**config.mk**
```make
export PLATFORM = sky130hd
export DESIGN_NAME = irq_link_router
export DESIGN_NICKNAME = d
export VERILOG_FILES = /design/src/rtl/pirq_pkg.sv /design/src/rtl/pirq_sat_counter.sv /design/src/rtl/pirq_link_bank.sv /design/src/rtl/pirq_isa_merge.sv /design/src/rtl/irq_link_router.sv
export SDC_FILE = /design/constraint.sdc
export NUM_CORES = 1
export LEC_CHECK = 0
export ABC_AREA = 1
export BUFFER_PORTS_ARGS = -buffer_cell sky130_fd_sc_hd__buf_4
export CORE_ASPECT_RATIO = 2
export CORE_MARGIN = 1.5
export CORE_UTILIZATION = 50
export DETAILED_ROUTE_END_ITERATION = 8
export PLACE_DENSITY = 0.66
export SLEW_MARGIN = 10
export SYNTH_ARGS = -nofsm -noshare
export SYNTH_HDL_FRONTEND = slang
export SYNTH_SLANG_ARGS = --single-unit
```
**constraint.sdc**
```tcl
create_clock -name clk -period 3.1 [get_ports clk]
set_input_delay 0.62 -clock clk [delete_from_list [all_inputs] [get_ports clk]]
set_output_delay 0.62 -clock clk [all_outputs]
set_load 0.02 [all_outputs]
```
**src/rtl/pirq_pkg.sv**
```systemverilog
package pirq_pkg;
    localparam int unsigned LINKS_DEF  = 8;
    localparam int unsigned LINES_DEF  = 16;
    localparam int unsigned CNT_W_DEF  = 8;
    localparam logic [15:0] PERMIT_MASK = 16'hDEF8;
    localparam logic [7:0]  KEEP_MASK   = 8'h8F;
    localparam logic [7:0]  LINK_RESET  = 8'h80;

    function automatic logic link_usable(input logic [7:0] setting);
        return !setting[7] && PERMIT_MASK[setting[3:0]];
    endfunction
endpackage

```
**src/rtl/pirq_sat_counter.sv**
```systemverilog
module pirq_sat_counter #(
    parameter int unsigned CNT_W = 8
) (
    input  logic             clk,
    input  logic             rst_n,
    input  logic             inc_i,
    input  logic             dec_i,
    output logic [CNT_W-1:0] cnt_o,
    output logic             busy_o,
    output logic             err_o
);
    localparam logic [CNT_W-1:0] TOP = {CNT_W{1'b1}};

    typedef struct packed {
        logic [CNT_W-1:0] cnt;
    } state_t;

    state_t state_d, state_q;

    always_comb begin
        state_d = state_q;
        err_o   = 1'b0;
        if (inc_i && !dec_i) begin
            if (state_q.cnt == TOP) err_o = 1'b1;
            else                    state_d.cnt = state_q.cnt + 1'b1;
        end else if (dec_i && !inc_i) begin
            if (state_q.cnt == '0)  err_o = 1'b1;
            else                    state_d.cnt = state_q.cnt - 1'b1;
        end
    end

    always_ff @(posedge clk) begin
        if (!rst_n) state_q <= '0;
        else        state_q <= state_d;
    end

    assign cnt_o  = state_q.cnt;
    assign busy_o = (state_q.cnt != '0);


    no_underflow_chk: assert property (@(posedge clk) disable iff (!rst_n)
        (dec_i && !inc_i && cnt_o == '0) |=> (cnt_o == '0));

    no_overflow_chk: assert property (@(posedge clk) disable iff (!rst_n)
        (inc_i && !dec_i && cnt_o == TOP) |=> (cnt_o == TOP));

    count_step_chk: assert property (@(posedge clk) disable iff (!rst_n)
        (inc_i && !dec_i && cnt_o != TOP) |=> (cnt_o == $past(cnt_o) + 1'b1));
endmodule

```
**src/rtl/pirq_link_bank.sv**
```systemverilog
module pirq_link_bank
    import pirq_pkg::*;
#(
    parameter int unsigned N_LINKS = LINKS_DEF,
    parameter int unsigned ADDR_W  = $clog2(N_LINKS + 1)
) (
    input  logic                    clk,
    input  logic                    rst_n,
    input  logic                    we_i,
    input  logic [ADDR_W-1:0]       addr_i,
    input  logic [7:0]              wdata_i,
    output logic [7:0]              rdata_o,
    output logic [N_LINKS-1:0][7:0] links_o
);
    typedef struct packed {
        logic [N_LINKS-1:0][7:0] link;
    } state_t;

    state_t state_d, state_q;

    always_comb begin
        state_d = state_q;
        for (int i = 0; i < N_LINKS; i++) begin
            if (we_i && addr_i == ADDR_W'(i + 1))
                state_d.link[i] = wdata_i & KEEP_MASK;
        end
    end

    always_ff @(posedge clk) begin
        if (!rst_n) state_q <= {N_LINKS{LINK_RESET}};
        else        state_q <= state_d;
    end

    always_comb begin
        rdata_o = 8'h00;
        for (int i = 0; i < N_LINKS; i++) begin
            if (addr_i == ADDR_W'(i + 1)) rdata_o = state_q.link[i];
        end
    end

    assign links_o = state_q.link;

    for (genvar g = 0; g < N_LINKS; g++) begin : g_chk

        link_store_chk: assert property (@(posedge clk) disable iff (!rst_n)
            (we_i && addr_i == ADDR_W'(g + 1)) |=> (links_o[g] == ($past(wdata_i) & KEEP_MASK)));

        link_hold_chk: assert property (@(posedge clk) disable iff (!rst_n)
            !(we_i && addr_i == ADDR_W'(g + 1)) |=> $stable(links_o[g]));
    end
endmodule

```
**src/rtl/pirq_isa_merge.sv**
```systemverilog
module pirq_isa_merge
    import pirq_pkg::*;
#(
    parameter int unsigned N_LINKS = LINKS_DEF,
    parameter int unsigned N_IRQ   = 16
) (
    input  logic [N_LINKS-1:0][7:0] links_i,
    input  logic [N_LINKS-1:0]      busy_i,
    output logic [N_IRQ-1:0]        isa_o
);
    logic [N_LINKS-1:0][N_IRQ-1:0] onehot;

    for (genvar g = 0; g < N_LINKS; g++) begin : g_link
        always_comb begin
            onehot[g] = '0;
            if (busy_i[g] && link_usable(links_i[g]))
                onehot[g][links_i[g][3:0]] = 1'b1;
        end
    end

    always_comb begin
        isa_o = '0;
        for (int i = 0; i < N_LINKS; i++) isa_o |= onehot[i];
    end
endmodule

```
**src/rtl/irq_link_router.sv**
```systemverilog
module irq_link_router
    import pirq_pkg::*;
#(
    parameter int unsigned N_LINKS = LINKS_DEF,
    parameter int unsigned N_LINES = LINES_DEF,
    parameter int unsigned CNT_W   = CNT_W_DEF,
    parameter int unsigned PIN_W   = $clog2(N_LINKS + 1),
    parameter int unsigned LINE_W  = $clog2(N_LINES)
) (
    input  logic              clk,
    input  logic              rst_n,
    input  logic              reg_we,
    input  logic [PIN_W-1:0]  reg_addr,
    input  logic [7:0]        reg_wdata,
    output logic [7:0]        reg_rdata,
    input  logic              ev_valid,
    input  logic              ev_assert,
    input  logic [PIN_W-1:0]  ev_pin,
    input  logic [LINE_W-1:0] ev_line,
    output logic [15:0]       isa_irq,
    output logic [N_LINES-1:0] ioapic_irq,
    output logic              cnt_err
);
    typedef struct packed {
        logic err;
    } state_t;

    state_t state_d, state_q;

    logic [N_LINKS-1:0][7:0] links;
    logic [N_LINKS-1:0]      link_busy, link_err;
    logic [N_LINES-1:0]      line_err;

    pirq_link_bank #(.N_LINKS(N_LINKS), .ADDR_W(PIN_W)) i_bank (
        .clk(clk), .rst_n(rst_n), .we_i(reg_we), .addr_i(reg_addr),
        .wdata_i(reg_wdata), .rdata_o(reg_rdata), .links_o(links)
    );

    for (genvar g = 0; g < N_LINKS; g++) begin : g_link
        logic hit;
        logic [CNT_W-1:0] cnt;
        assign hit = ev_valid && (ev_pin == PIN_W'(g + 1));
        pirq_sat_counter #(.CNT_W(CNT_W)) i_cnt (
            .clk(clk), .rst_n(rst_n),
            .inc_i(hit && ev_assert), .dec_i(hit && !ev_assert),
            .cnt_o(cnt), .busy_o(link_busy[g]), .err_o(link_err[g])
        );
    end

    for (genvar g = 0; g < N_LINES; g++) begin : g_line
        logic hit;
        logic [CNT_W-1:0] cnt;
        assign hit = ev_valid && (ev_pin == '0) && (ev_line == LINE_W'(g));
        pirq_sat_counter #(.CNT_W(CNT_W)) i_cnt (
            .clk(clk), .rst_n(rst_n),
            .inc_i(hit && ev_assert), .dec_i(hit && !ev_assert),
            .cnt_o(cnt), .busy_o(ioapic_irq[g]), .err_o(line_err[g])
        );
    end

    pirq_isa_merge #(.N_LINKS(N_LINKS), .N_IRQ(16)) i_merge (
        .links_i(links), .busy_i(link_busy), .isa_o(isa_irq)
    );

    always_comb begin
        state_d     = state_q;
        state_d.err = (|link_err) || (|line_err);
    end

    always_ff @(posedge clk) begin
        if (!rst_n) state_q <= '0;
        else        state_q <= state_d;
    end

    assign cnt_err = state_q.err;


    only_permitted_chk: assert property (@(posedge clk) disable iff (!rst_n)
        (isa_irq & ~PERMIT_MASK) == 16'h0);

    err_single_chk: assert property (@(posedge clk) disable iff (!rst_n)
        (cnt_err && !ev_valid) |=> !cnt_err);

    bypass_isolated_chk: assert property (@(posedge clk) disable iff (!rst_n)
        (ev_valid && ev_pin == '0 && !reg_we) |=> $stable(isa_irq));
    for (genvar g = 0; g < N_LINKS; g++) begin : g_a

        active_drives_chk: assert property (@(posedge clk) disable iff (!rst_n)
            (link_busy[g] && link_usable(links[g])) |-> isa_irq[links[g][3:0]]);
    end
endmodule

```
==> impl_metrics.yaml, run 1 <==
status:
  status: "complete, no violations"
pwr:
  power.density_nw_per_um2: 324.0
  leakage_nw: 9.977
  peakVddDrop_mv: 0.3436
clocking:
  root_buffer: "clkbuf_16"
  cts_buffers: 25
  clock_sinks: 241
  htreeDepth: 1
  cts_tree: "done"
  clk_latency_ps: 550
  cts.path.max_buffers: 3
  cts.clk_slew.worst_paths_ps: 70
finish:
  drive_above_1_share: 0.1110
  layout.nets: 3119
  area_growth_pct: 13.02
  antenna_cells: 0
synthesis:
  netlist_area_sq_um: 18850
  synth.yosys.seq_area_share: 0.2560
  avgSynthCellArea_sq_um: 6.731
  yosys.area.top_type: "dfxtp_1"
  synth.most_common_cell: "nand2_1"
  async_flop_share: 0
  synth_cell_types: 50
  synth_edf_count: 0
  synth_top_area_share: 0.2560
  synth.area.top_cells: "dfxtp_1 26%, nand2_1 10%, ha_1 10%, a21oi_1 9.3%, nor2_1 6.7%"
  synthFlopType: "dfxtp_1"
  yosysWarnings: 0
  ys_top_cells_by_count: "527 x nand2_1, 349 x a21oi_1, 338 x nor2_1"
  syn_inst: 2800
  synth-seq-cells: 241
sta:
  finalSetupTns_ps: 0
  fin_worst_skew_ps: 10.71
  drv_slew: 0
  rsz0062_at_grt: "false"
  fin_crit_ps: 2990
  worstMarginPinSlew_ps: 805.9
  hold_violations: 0
  fmax_mhz: 334.4
  min_period_over_period: 0.9646
  slew_headroom: 0.4619
  setup_viol: 0
  setup_ws_ps: 109.6
floorplanning:
  fp.coreArea_sq_um: 37160
  die_x_um: 140.3
  ios: 66
  std_cell_rows: 100
  dieHeight_um: 277.6
  die_area_sq_um: 38940
  start_util: 0.5072
detailed_routing:
  drt_iter0_drc: 874
  drt_pass1_iterations: 5
  vias_per_cell: 5.569
  drtAntennaViolNets: 0
  wl_um: 57920
  vias: 18907
  routedWlPerCell_um: 17.06
  drc: 0
setup_path:
  critPathLaunchType: "flip-flop"
  critPathMaxFanout: 4
  worstPathRequired_ps: 2480
  worstSetupPathType: "flip-flop to output port"
  reg2reg_slack_ps: 1130
  crit_path_end_kind: "output port"
  arrival_ps: 2370
  r2r_cells: 9
global_routing:
  grt.total_usage: 0.2958
  antenna_found_initial: 0
  grt_first_pass_wirelength_um: 92030
  grt_pass1_vias: 18729
  grt_max_degree: 122
  globalRouteOverflowTotal: 0
placement:
  post-place-ws_ps: -74.62
  dp_hpwl_um: 44930
  portBuffers: 59
  gp_congestion: 1.009
hold_path:
  hold_depth: 4
  hold_path.class: "primary input to flip-flop"
job:
  cap_violations: 0
==> kinds of logic (layout without fill, tap and decap cells) <==
logic type | Yosys count | count (layout) | synth area share
other | 1 | 3 | 0.0001990
adders and majority gates | 176 | 176 | 0.1264
xor gates and xnor gates | 142 | 142 | 0.06599
AOI/OAI and AO/OA | 660 | 660 | 0.1863
DFF | 241 | 241 | 0.2560
buffers and inverters | 359 | 493 | 0.08166
and+or+nand+nor | 1221 | 1221 | 0.2835
==> worst max-delay path, stage by stage (launching register included) <==
cell,delay [ps]
dfxtp_1,410
inv_1,100
nand3_1,120
o21ai_1,80
buf_4,150
nor2_1,280
nand2_1,110
o211ai_1,270
nor2_1,80
nand2_1,80
buf_4,150
==> worst paths after layout <==
kind | endpoint | from
setup / recovery | isa_irq[3] | g_link[2].i_cnt.cnt_o[0]
hold / removal | i_bank.links_o[23] | reg_addr[3]
setup reg to reg | g_link[1].i_cnt.cnt_o[2] | g_link[1].i_cnt.cnt_o[5]
hold reg to reg | g_link[0].i_cnt.cnt_o[0] | g_link[0].i_cnt.cnt_o[0]
==> what timing repair did <==
| item | 4_1_cts | 5_1_grt |
|---|---|---|
| gates resized for setup | 17 | 41 |
| endpoints found under the setup margin | 15 | 16 |
| hold buffers | 0 | 0 |
| pin swaps | 2 | 7 |
| buffers inserted | 1 | 2 |
==> placed cells by master (no fill, tap or decap), drive strengths merged <==
cell / netlist / layout
bufinv: 0 / 3
inv: 282 / 282
nand4: 73 / 73
nand2: 542 / 542
dfxtp: 241 / 241
buf: 50 / 166
and3: 3 / 3
o31ai: 1 / 1
o21ai: 240 / 240
nor3: 31 / 31
xor2: 79 / 79
or2: 11 / 11
nor2: 358 / 358
o22ai: 8 / 8
fa: 24 / 24
nor4: 2 / 2
o2111a: 1 / 1
a21o: 13 / 13
nand3: 194 / 194
a21boi: 7 / 7
a211oi: 11 / 11
clkbuf: 27 / 32
o211ai: 13 / 13
clkinvlp: 0 / 5
o2111ai: 1 / 1
ha: 152 / 152
nand3b: 7 / 7
o31a: 1 / 1
conb: 1 / 3
o21bai: 4 / 4
a22o: 2 / 2
clkinv: 0 / 5
xnor2: 63 / 63
o221ai: 2 / 2
a21oi: 349 / 349
o21a: 2 / 2
a31oi: 5 / 5
==> final cells by class <==
type	count	area, sq um
flip-flops and latches	241	4833
multi-input cells	2202	12690
inverters	282	1064
well taps	459	574.3
fillers	3604	15860
repair buffers	166	1309
clock inverters	13	160.2
clock buffers	32	671.9
==> where the power goes <==
group          switching (mW)  total [mW]  internal (mW)
sequential             0.0316        3.16           3.13
clock                    1.36        3.15           1.79
combinational           0.395       0.589          0.195
==> sequential cells by signal, indices dropped and copies added (netlist names), named ones only <==
register and cells:
g_line.i_cnt.cnt_o 128, g_link.i_cnt.cnt_o 64, i_bank.links_o 40, cnt_err 1
==> through the flow <==
step	cell area (sq um)	utilization	total power [mW]	std cells	hold slack, ps
final	21300	0.5732	6.900	3395	440.6
after detailed placement	20210	0.5440	3.794	3347	480.9
after global placement	20210	0.5440	3.783	3347	474.0
after floorplan	18850	-	3.596	2802	451.7
after global routing	21300	0.5732	7.141	3395	441.3
after CTS	21110	0.5681	6.957	3393	408.7
==> layer usage <==
layer	part of all wire	wire, um	track usage	vias to the layer above
met2	0.54	31460	0.5810	378
met1	0.34	19490	0.2645	8715
li1	-	-	-	9624
met3	0.039	2251	0.04281	190
met4	0.081	4710	0.2254	0
met5	0	0	0	-
(Power assumes the default switching activity.)
==> inputs of run 2 (changes only) <==
--- a/config.mk
+++ b/config.mk
@@ -8,10 +8,8 @@
 export ABC_AREA = 1
 export BUFFER_PORTS_ARGS = -buffer_cell sky130_fd_sc_hd__buf_4
 export CORE_ASPECT_RATIO = 2
-export CORE_MARGIN = 1.5
-export CORE_UTILIZATION = 50
+export CORE_UTILIZATION = 43
 export DETAILED_ROUTE_END_ITERATION = 8
-export PLACE_DENSITY = 0.66
 export SLEW_MARGIN = 10
 export SYNTH_ARGS = -nofsm -noshare
 export SYNTH_HDL_FRONTEND = slang
==> run 2 against run 1 <==
  * The flow now finishes with violations (setup timing)
  * Die area is 15% higher
  * Combinational power is 0.8% higher
  * Via count is 0.24% lower
  * Sequential share of layout area is 0.21 points lower
  * Largest cell class unchanged
  * Largest power group is now clock
==> impl_metrics.yaml, run 2 (same netlist as run 1, synthesis figures left out) <==
hold_path:
  hold_depth: 3
  hold_path.class: "primary input to flip-flop"
  holdPathEnd: "i_bank.links_o[15]"
  hold_start: "reg_wdata[7]"
pwr:
  seqPwrFrac: 0.452
  p_sw_mw: 1.852
  swShare: 0.2650
  peakVddDrop_mv: 0.3647
  internal_power_mw: 5.136
  pwr-share-clk: 0.463
  leakage_nw: 10.03
  power.total_mw: 6.987
  power.density_nw_per_um2: 325.1
  comb_power_share: 0.085
global_routing:
  grt_pass1_vias: 18534
  antenna_found_initial: 0
  grt.total_usage: 0.2586
  globalRouteOverflowTotal: 0
  grt_max_degree: 88
  grt_first_pass_wirelength_um: 90960
finish:
  final_util: 0.4970
  instances_no_fill: 3489
  area_growth_pct: 14.03
  largest_reg_flops: 128
  final_cell_area_sq_um: 21490
  layout.nets: 3121
  most-common-layout-cells: "524 x nand2_1, 347 x a21oi_1, 325 x nor2_1"
  final_common_cell: "nand2_1"
  drive_above_1_share: 0.1133
  antenna_cells: 0
detailed_routing:
  vias_per_cell: 5.406
  vias: 18861
  drt_iter0_drc: 748
  drtAntennaViolNets: 0
  drc: 0
  routedWlPerCell_um: 16.56
  drt_pass1_iterations: 5
  wl_um: 57790
floorplanning:
  die_x_um: 150.0
  die_area_sq_um: 44720
  start_util: 0.4359
  ios: 66
  fp.coreArea_sq_um: 43240
  std_cell_rows: 108
  dieHeight_um: 298.1
clocking:
  cts_buffers: 25
  htreeDepth: 1
  cts_tree: "done"
  clk_latency_ps: 550
  clock_sinks: 241
  root_buffer: "clkbuf_16"
  postCtsHoldBufs: 0
  cts.path.max_buffers: 3
  cts.clk_slew.worst_paths_ps: 70
setup_path:
  worstReg2RegEnd: "g_link[6].i_cnt.cnt_o[6]"
  rr_startpoint: "g_link[6].i_cnt.cnt_o[1]"
  r2r_cells: 7
  reg2reg_slack_ps: 1110
  worstPathRequired_ps: 2480
  critPathLaunchType: "flip-flop"
  crit_path_end_kind: "output port"
  worstPathCellList: "nor2_1 -> nand2_1 -> nor2_4 -> nor2_1 -> nand2_1 -> nor3_4 -> nand2_2 -> o31ai_1 -> nor2_2 -> nand3_1 -> buf_4"
  max_stage_delay_ps: 400
  path_delay_family: "simple AND/OR/NAND/NOR gates"
  arrival_ps: 2510
  crit_slowest_cell: "nor2_2"
  worstSetupPathType: "flip-flop to output port"
  critPathMaxFanout: 4
  path_buf_inv: 1
sta:
  setup_ws_ps: -25.51
  slew_headroom: 0.5826
  worstMarginPinSlew_ps: 623.8
  finalSetupTns_ps: -25.51
  hold_violations: 0
  drv_slew: 0
  setup_viol: 1
  rsz0062_at_grt: "true"
  fin_worst_skew_ps: 7.526
  fin_crit_ps: 3126
  fmax_mhz: 319.9
  min_period_over_period: 1.008
  fin_hold_ws_ps: 373.4
placement:
  dp_hpwl_um: 44450
  post-place-ws_ps: -67.55
  dpl.cell_count: 3439
  gp_congestion: 1.015
  portBuffers: 59
  dpl-instance-area_sq_um: 20360
status:
  violations: "setup timing"
  status: "finished with violations"
job:
  cap_violations: 0
[run 2: changes by cell type in the layout (fill, tap and decap cells not counted), sizes merged]
cell      previous run  this run
clkbuf              32        28
buf                166       168
clkinvlp             5         4
clkinv               5        10
inv                282       283
[run 2: how the worst max path moves through the flow]
stage	from	end	slack, ps	cells past startpoint
after floorplan	ev_assert	g_link[6].i_cnt.cnt_o[6]	350	11
after global placement	ev_pin[1]	g_line[1].i_cnt.cnt_o[7]	-20	19
after detailed placement	ev_pin[3]	g_line[4].i_cnt.cnt_o[7]	-70	16
after CTS	g_link[4].i_cnt.cnt_o[6]	isa_irq[10]	2	11
after global routing	g_link[4].i_cnt.cnt_o[0]	isa_irq[10]	-110	11
final	g_link[4].i_cnt.cnt_o[6]	isa_irq[10]	-30	11
[run 2: what timing repair did]
action                     CTS  global route
setup endpoints to repair   16            17
gates resized for setup     18            48
pin swaps                    0            10
buffers inserted             0             4
[run 2: worst reg2reg max path, stage by stage, from the launching register on]
cell	delay (ps)
dfxtp_1	400
inv_1	100
fa_1	450
o21ai_0	330
a21o_1	180
a21oi_1	70
or2_2	270
a21oi_1	140
[run 2: area by class of cell]
| class | instances | area [sq um] |
|---|---|---|
| Clock buffer | 28 | 666.9 |
| Sequential cell | 241 | 4832 |
| Multi-Input combinational cell | 2202 | 12710 |
| Tap cell | 550 | 688.2 |
| Clock inverter | 18 | 190.2 |
| Fill cell | 4393 | 21750 |
| Timing Repair Buffer | 168 | 1336 |
| Inverter | 282 | 1069 |
[run 2: power by group through the flow]
| stage | sequential [mW] | combinational, mW | clock (mW) |
|---|---|---|---|
| 2_1_floorplan | 3.22 | 0.377 | 0 |
| 3_3_place_gp | 3.23 | 0.564 | 0 |
| 3_5_place_dp | 3.23 | 0.573 | 0 |
| 4_1_cts | 3.16 | 0.577 | 3.32 |
| 5_1_grt | 3.16 | 0.654 | 3.43 |
| 6_report | 3.16 | 0.594 | 3.24 |
[run 2: metal layers]
layer | global-route usage | wire length, um | up-vias
met3 | 0.04763 | 2624 | 190
met1 | 0.2279 | 19480 | 8668
li1 | - | - | 9611
met2 | 0.4997 | 31190 | 392
met4 | 0.1960 | 4495 | 0
met5 | 0 | 0 | -
